===== config.mk =====
export PLATFORM = sky130hd
export DESIGN_NAME = ramp_adc_ctrl
export DESIGN_NICKNAME = d
export VERILOG_FILES = /design/src/rtl/ramp_adc_ctrl.sv
export SDC_FILE = /design/constraint.sdc
export NUM_CORES = 1
export LEC_CHECK = 0
export BUFFER_PORTS_ARGS = -buffer_cell sky130_fd_sc_hd__buf_4
export CAP_MARGIN = 0
export CORE_MARGIN = 5
export CORE_UTILIZATION = 45
export CTS_CLUSTER_SIZE = 24
export DETAILED_ROUTE_END_ITERATION = 6
export PLACE_DENSITY_LB_ADDON = 0.08
export SYNTH_ARGS = -nofsm -noshare
export SYNTH_HDL_FRONTEND = slang
export SYNTH_SLANG_ARGS = --single-unit

===== constraint.sdc =====
create_clock -name clk -period 1.9 [get_ports clk]
set_input_delay 0.19 -clock clk [delete_from_list [all_inputs] [get_ports clk]]
set_output_delay 0.19 -clock clk [all_outputs]
set_load 0.005 [all_outputs]

===== src/rtl/ramp_adc_ctrl.sv =====
module ramp_adc_ctrl #(
  parameter int WIDTH       = 8,
  parameter int SYNC_STAGES = 2
) (
  input  logic             clk,
  input  logic             rst_n,
  input  logic             start_i,
  input  logic             cmp_above_i,
  output logic [WIDTH-1:0] dac_code_o,
  output logic             busy_o,
  output logic             done_o,
  output logic [WIDTH-1:0] result_o
);
  localparam int LAST = SYNC_STAGES - 1;
  localparam logic [WIDTH-1:0] FULL = '1;

  logic [SYNC_STAGES-1:0] sync_q;
  logic [SYNC_STAGES-1:0] vld_q;
  logic [WIDTH-1:0]       code_q [SYNC_STAGES];
  logic                   start_ok;
  logic                   finish;

  assign start_ok = start_i && !busy_o;
  assign finish   = busy_o && vld_q[LAST] && (!sync_q[LAST] || code_q[LAST] == FULL);

  always_ff @(posedge clk or negedge rst_n) begin
    if (!rst_n) sync_q <= '0;
    else        sync_q <= {sync_q[SYNC_STAGES-2:0], cmp_above_i};
  end

  always_ff @(posedge clk or negedge rst_n) begin
    if (!rst_n) begin
      vld_q <= '0;
      for (int i = 0; i < SYNC_STAGES; i++) code_q[i] <= '0;
    end else if (start_ok) begin
      vld_q <= '0;
    end else if (busy_o) begin
      vld_q     <= {vld_q[SYNC_STAGES-2:0], 1'b1};
      code_q[0] <= dac_code_o;
      for (int i = 1; i < SYNC_STAGES; i++) code_q[i] <= code_q[i-1];
    end
  end

  always_ff @(posedge clk or negedge rst_n) begin
    if (!rst_n) begin
      dac_code_o <= '0;
      busy_o     <= 1'b0;
      done_o     <= 1'b0;
      result_o   <= '0;
    end else begin
      done_o <= 1'b0;
      if (start_ok) begin
        busy_o     <= 1'b1;
        dac_code_o <= '0;
      end else if (finish) begin
        busy_o   <= 1'b0;
        done_o   <= 1'b1;
        result_o <= code_q[LAST];
      end else if (busy_o && dac_code_o != FULL) begin
        dac_code_o <= dac_code_o + 1'b1;
      end
    end
  end

  assert_start_clears_R2: assert property (@(posedge clk) disable iff (!rst_n)
    (start_i && !busy_o) |=> (busy_o && dac_code_o == '0));

  assert_count_step_R3: assert property (@(posedge clk) disable iff (!rst_n)
    (busy_o && $past(busy_o) && $past(dac_code_o) != FULL) |-> dac_code_o == $past(dac_code_o) + 1'b1);

  assert_full_hold_R7: assert property (@(posedge clk) disable iff (!rst_n)
    (busy_o && $past(busy_o) && $past(dac_code_o) == FULL) |-> dac_code_o == FULL);

  assert_done_single_R6: assert property (@(posedge clk) disable iff (!rst_n)
    done_o |=> !done_o);

  assert_done_ends_busy_R6: assert property (@(posedge clk) disable iff (!rst_n)
    $rose(done_o) |-> (!busy_o && $past(busy_o)));

  assert_result_hold_R9: assert property (@(posedge clk) disable iff (!rst_n)
    !done_o |-> $stable(result_o));

  assert_idle_code_R10: assert property (@(posedge clk) disable iff (!rst_n)
    !busy_o |-> $stable(dac_code_o));
endmodule


**Word level (Yosys, flattened, before mapping)**

Cells that the tools add are included.

- Register bits after elaboration: 38
- Output and inout port bits: 18

- Add/sub/neg operators: 1
- Equal/unequal tests: 3
- Multiplexer cells: 9
- Bitwise logic cells: 1
- Reductions and logical operators: 13

Operators by type and width:

| operator | count |
|---|---|
| 8-bit 2-to-1 mux | 3 |
| 8-bit by 1-bit adder with 8-bit output (second input constant) | 1 |
| 8-bit equality test (second input constant) | 1 |
| 8-bit inequality test (second input constant) | 1 |
| 2-bit AND reduction | 3 |
| 2-bit nonzero test | 3 |
| 1-bit logical AND | 4 |
| 1-bit 2-to-1 mux | 4 |
| 2-bit 2-to-1 mux | 2 |
| 1-bit logical NOT | 2 |
| 2-bit inequality test (second input constant) | 1 |
| 1-bit logical OR | 1 |
| 1-bit NOT | 1 |

**Logic depth before layout (Yosys ltp)**

- Depth after elaboration: 5
- Depth in mapped cells: 5
- Mapped depth without buffers: 5

**Least setup slack after synthesis**

No wires, ideal clock.

- Kind: register -> register
- Start: register dac_code_o[0]
- End: register dac_code_o[0]
- Arrival: 1.499 ns
- Setup slack: 0.276 ns
- Stages on the path, launching flop included: 6
- Buffers on the path: 0
- Period minus slack after synthesis: 1.624 ns
- Cell sequence: dfrtp_1 > ha_1 > nand4_1 > o221ai_2 > or2_1 > mux2_2

- Longest elaborated chain between the ends: 4

Ends and longest elaborated chain:

| what | RTL line | RTL |
|---|---|---|
| from (decl) | 9 | `output logic [WIDTH-1:0] dac_code_o,` |
| from (signal assigned) | 60 | `dac_code_o <= dac_code_o + 1'b1;` |
| 8-bit by 1-bit adder with 8-bit output or 8-bit inequality test (tied branches) | 60, 59 |  |
| 8-bit 2-to-1 mux or 1-bit logical AND (tied branches) | 59 | `end else if (busy_o && dac_code_o != FULL) begin` |
| 8-bit 2-to-1 mux or 2-bit nonzero test (tied branches) | n/a |  |
| 8-bit 2-to-1 mux or 2-bit AND reduction (tied branches) | n/a |  |

Several ways; a longest one is shown, not always the timed one. The select of a mux whose other input is x is not followed.
A chain may end at the register's enable or synchronous reset.

**Worst setup path in the final report**

- Start: register dac_code_o[1]
- End: register dac_code_o[0]

- Longest elaborated chain between the ends: 4

Ends and longest elaborated chain:

| what | RTL line |
|---|---|
| 8-bit inequality test | 59 |
| 1-bit logical AND | 59 |
| 2-bit nonzero test (no source line) | n/a |
| 2-bit AND reduction (no source line) | n/a |

No other way between the ends.

==> flow_metrics.py <==
metrics = {
    "status": {
        "status": "finished, final reports clean",
    },
    "cells_and_area": {
        "final_common_cell": "dfrtp_1",
        "layoutNonFillerInstCount": 199,
        "syn_to_final_growth_pct": 20.53,
        "nets": 158,
        "layout_common_cells": "dfrtp_1 (38), buf_4 (25), mux2_2 (23)",
        "antenna_cells": 0,
        "drive_gt1_share_pct": 40.52,
        "fillCellCount": 292,
    },
    "synth": {
        "postSynthAreaPerCell_um2": 13.19,
        "netlist.area_leader.share_pct": 59.10,
        "yosys.area.top_type": "dfrtp_1",
        "netlist_area_um2": 1609,
        "synthCells": 122,
        "yosysSeqAreaShare_pct": 59.10,
        "synth-edff-count": 0,
        "async_flop_share_pct": 100.0,
        "synthTopCellsByArea": "dfrtp_1 (59%), mux2_2 (16%), o31ai_1 (2.3%)",
        "synth_cell_types": 34,
        "synth-seq-cells": 38,
        "yosys_warnings": 0,
        "synthesis.nets": 127,
        "postSynth.topFlopCell": "dfrtp_1",
    },
    "grt": {
        "grt_pass1_wl_mm": 5.244,
        "grt_max_degree": 39,
        "grt_pass1_vias": 1125,
        "antenna_found_initial": 0,
        "grt.total_usage_pct": 13.81,
        "overflow": 0,
    },
    "cts": {
        "clock-sinks": 38,
        "clk_latency_ns": 0.33,
        "cts_buffers": 5,
        "htree_levels": 2,
        "max-clock-path-buffers": 2,
        "cts-root-buf": "clkbuf_4",
        "cts_tree": "built",
        "path_clk_slew_ns": 0.10,
        "cts_resized": 0,
    },
    "place": {
        "gp_congestion": 0.8800,
        "dp_hpwl_mm": 2.244,
        "dp.cells": 190,
        "port_buffers": 21,
        "dp_slack_ns": 0.1429,
    },
    "worst_setup_path": {
        "cpPeakStageDelay_ns": 0.47,
        "cp.required_ns": 2.12,
        "critPathSlowestCell": "dfrtp_1",
        "critical_path_class": "reg2reg",
        "crit_fanout": 7,
        "crit_chain": "ha_1 > nand4_1 > o221ai_2 > or2_1 > mux2_2",
        "crit_path_start_kind": "register",
        "cp.arrival_ns": 1.99,
        "crit_path_end_kind": "register",
    },
    "sta": {
        "fin_setup_tns_ns": 0,
        "finalSetupViolations": 0,
        "drv_slew": 0,
        "worst_pin_slew_ns": 0.4672,
        "slew_headroom_pct": 68.85,
        "rsz0062_at_grt": "false",
        "finalHoldViolations": 0,
        "fin_skew_ns": 0.008064,
        "layout_min_cycle_time_ns": 1.768,
        "setup_slack_ns": 0.1315,
        "finalCritPeriodShare_pct": 93.08,
        "clock.fmax_mhz": 565.5,
    },
    "floorplanning": {
        "fp.dieW_um": 69.80,
        "core_area_um2": 3390,
        "row_count": 21,
        "die_h_um": 69.80,
        "io_pins": 22,
        "dieArea_um2": 4871,
        "initial_core_util_pct": 47.47,
    },
    "routing": {
        "drc": 0,
        "wl_per_cell_um": 15.42,
        "drt-pass1-iter-count": 4,
        "ant_nets": 0,
        "vias_per_cell": 5.538,
        "dr.first_iter.drc_count": 39,
        "num_vias": 1102,
        "routed_wl_mm": 3.069,
    },
    "power_and_ir_drop": {
        "powerDensity_nw_per_um2": 1417,
        "ir_drop_mv": 0.8669,
        "leakage_nw": 0.9099,
    },
    "run": {
        "maxCapViolCount": 0,
    },
    "min_path": {
        "hold_path_class": "in2reg",
    },
}
-- cells in the mapped netlist, drive strengths merged, types with 4 or more instances --
master,n
nand2,5
o21ai,5
o31ai,5
dfrtp,38
nand4,4
mux2,23
inv,4
nor2,7
-- kinds of logic (layout without fill, tap and decap cells) --
| logic type | Yosys count | count (layout) | share of synthesized area, % |
|---|---|---|---|
| fa+ha+maj | 1 | 1 | 0.7775 |
| compound gates | 22 | 22 | 10.89 |
| buf+inv | 7 | 38 | 1.943 |
| mux | 23 | 23 | 16.10 |
| simple gates | 31 | 31 | 11.20 |
| flops | 38 | 38 | 59.10 |
-- routing by layer --
metal	share of wire (%)	track usage [%]	routed length, um	vias up
met1	43	16.21	1315	545
li1	-	-	-	515
met2	49	22.67	1507	31
met4	2.8	7.660	87	0
met5	0	0	0	-
met3	5.1	3.768	157	11
-- what timing repair did --
| item | CTS | global route |
|---|---|---|
| endpoints found under the hold margin | 39 | 0 |
| buffers inserted | 0 | 0 |
| setup endpoints to repair | 0 | 0 |
| hold buffers | 2 | 0 |
-- through the flow --
step           power (mW)  hold slack (ns)  instance area (um^2)  util (%)
2_1_floorplan       1.827          -0.1056                  1609         -
3_3_place_gp        2.197           0.1740                  1838     54.23
3_5_place_dp        2.235           0.1837                  1838     54.23
4_1_cts             2.797           0.1232                  1939     57.22
5_1_grt             2.945           0.1246                  1939     57.22
6_report            2.748           0.1430                  1939     57.22
-- power breakdown --
group	internal [mW]	switching (mW)	leakage [nW]
Sequential	1.06	0.219	0.482
Clock	0.306	0.242	0.0443
Combinational	0.519	0.404	0.384
Total	1.88	0.865	0.910
-- cell type report --
class	count	area (um^2)	area share, %
Multi-Input combinational cell	77	626.9	32.32
Clock inverter	1	30.03	1.548
Clock buffer	6	51.30	2.645
Inverter	4	15.01	0.7742
Timing Repair Buffer	27	207.7	10.71
Sequential cell	38	950.9	49.03
Tap cell	46	57.56	2.968
-- sequential cells by signal (all words and copies together) (netlist names) --
signal / count
dac_code_o: 8
code_q: 16
busy_o: 1
result_o: 8
done_o: 1
vld_q: 2
sync_q: 2
-- worst max-delay path, delay by kind of cell, from the launching register on --
family / cells / cell delay, ns
flip-flops: 1 / 0.47
AND/OR/NAND/NOR: 2 / 0.47
multiplexers: 1 / 0.27
adder cells (fa/ha/maj): 1 / 0.25
AO/OA/AOI/OAI: 1 / 0.21
-- final timing paths --
path | startpoint | end | slack [ns] | depth (start not counted)
setup / recovery | dac_code_o[1] | dac_code_o[0] | 0.13 | 5
max in group asynchronous | rst_n | code_q[0] | 1.23 | 2
min in group asynchronous | rst_n | result_o[7] | 0.35 | 2
setup reg to reg | dac_code_o[1] | dac_code_o[0] | 0.13 | 5
hold reg to reg | sync_q[0] | sync_q[1] | 0.37 | 0
hold / removal | start_i | busy_o | 0.14 | 3
(Power assumes the default switching activity.)
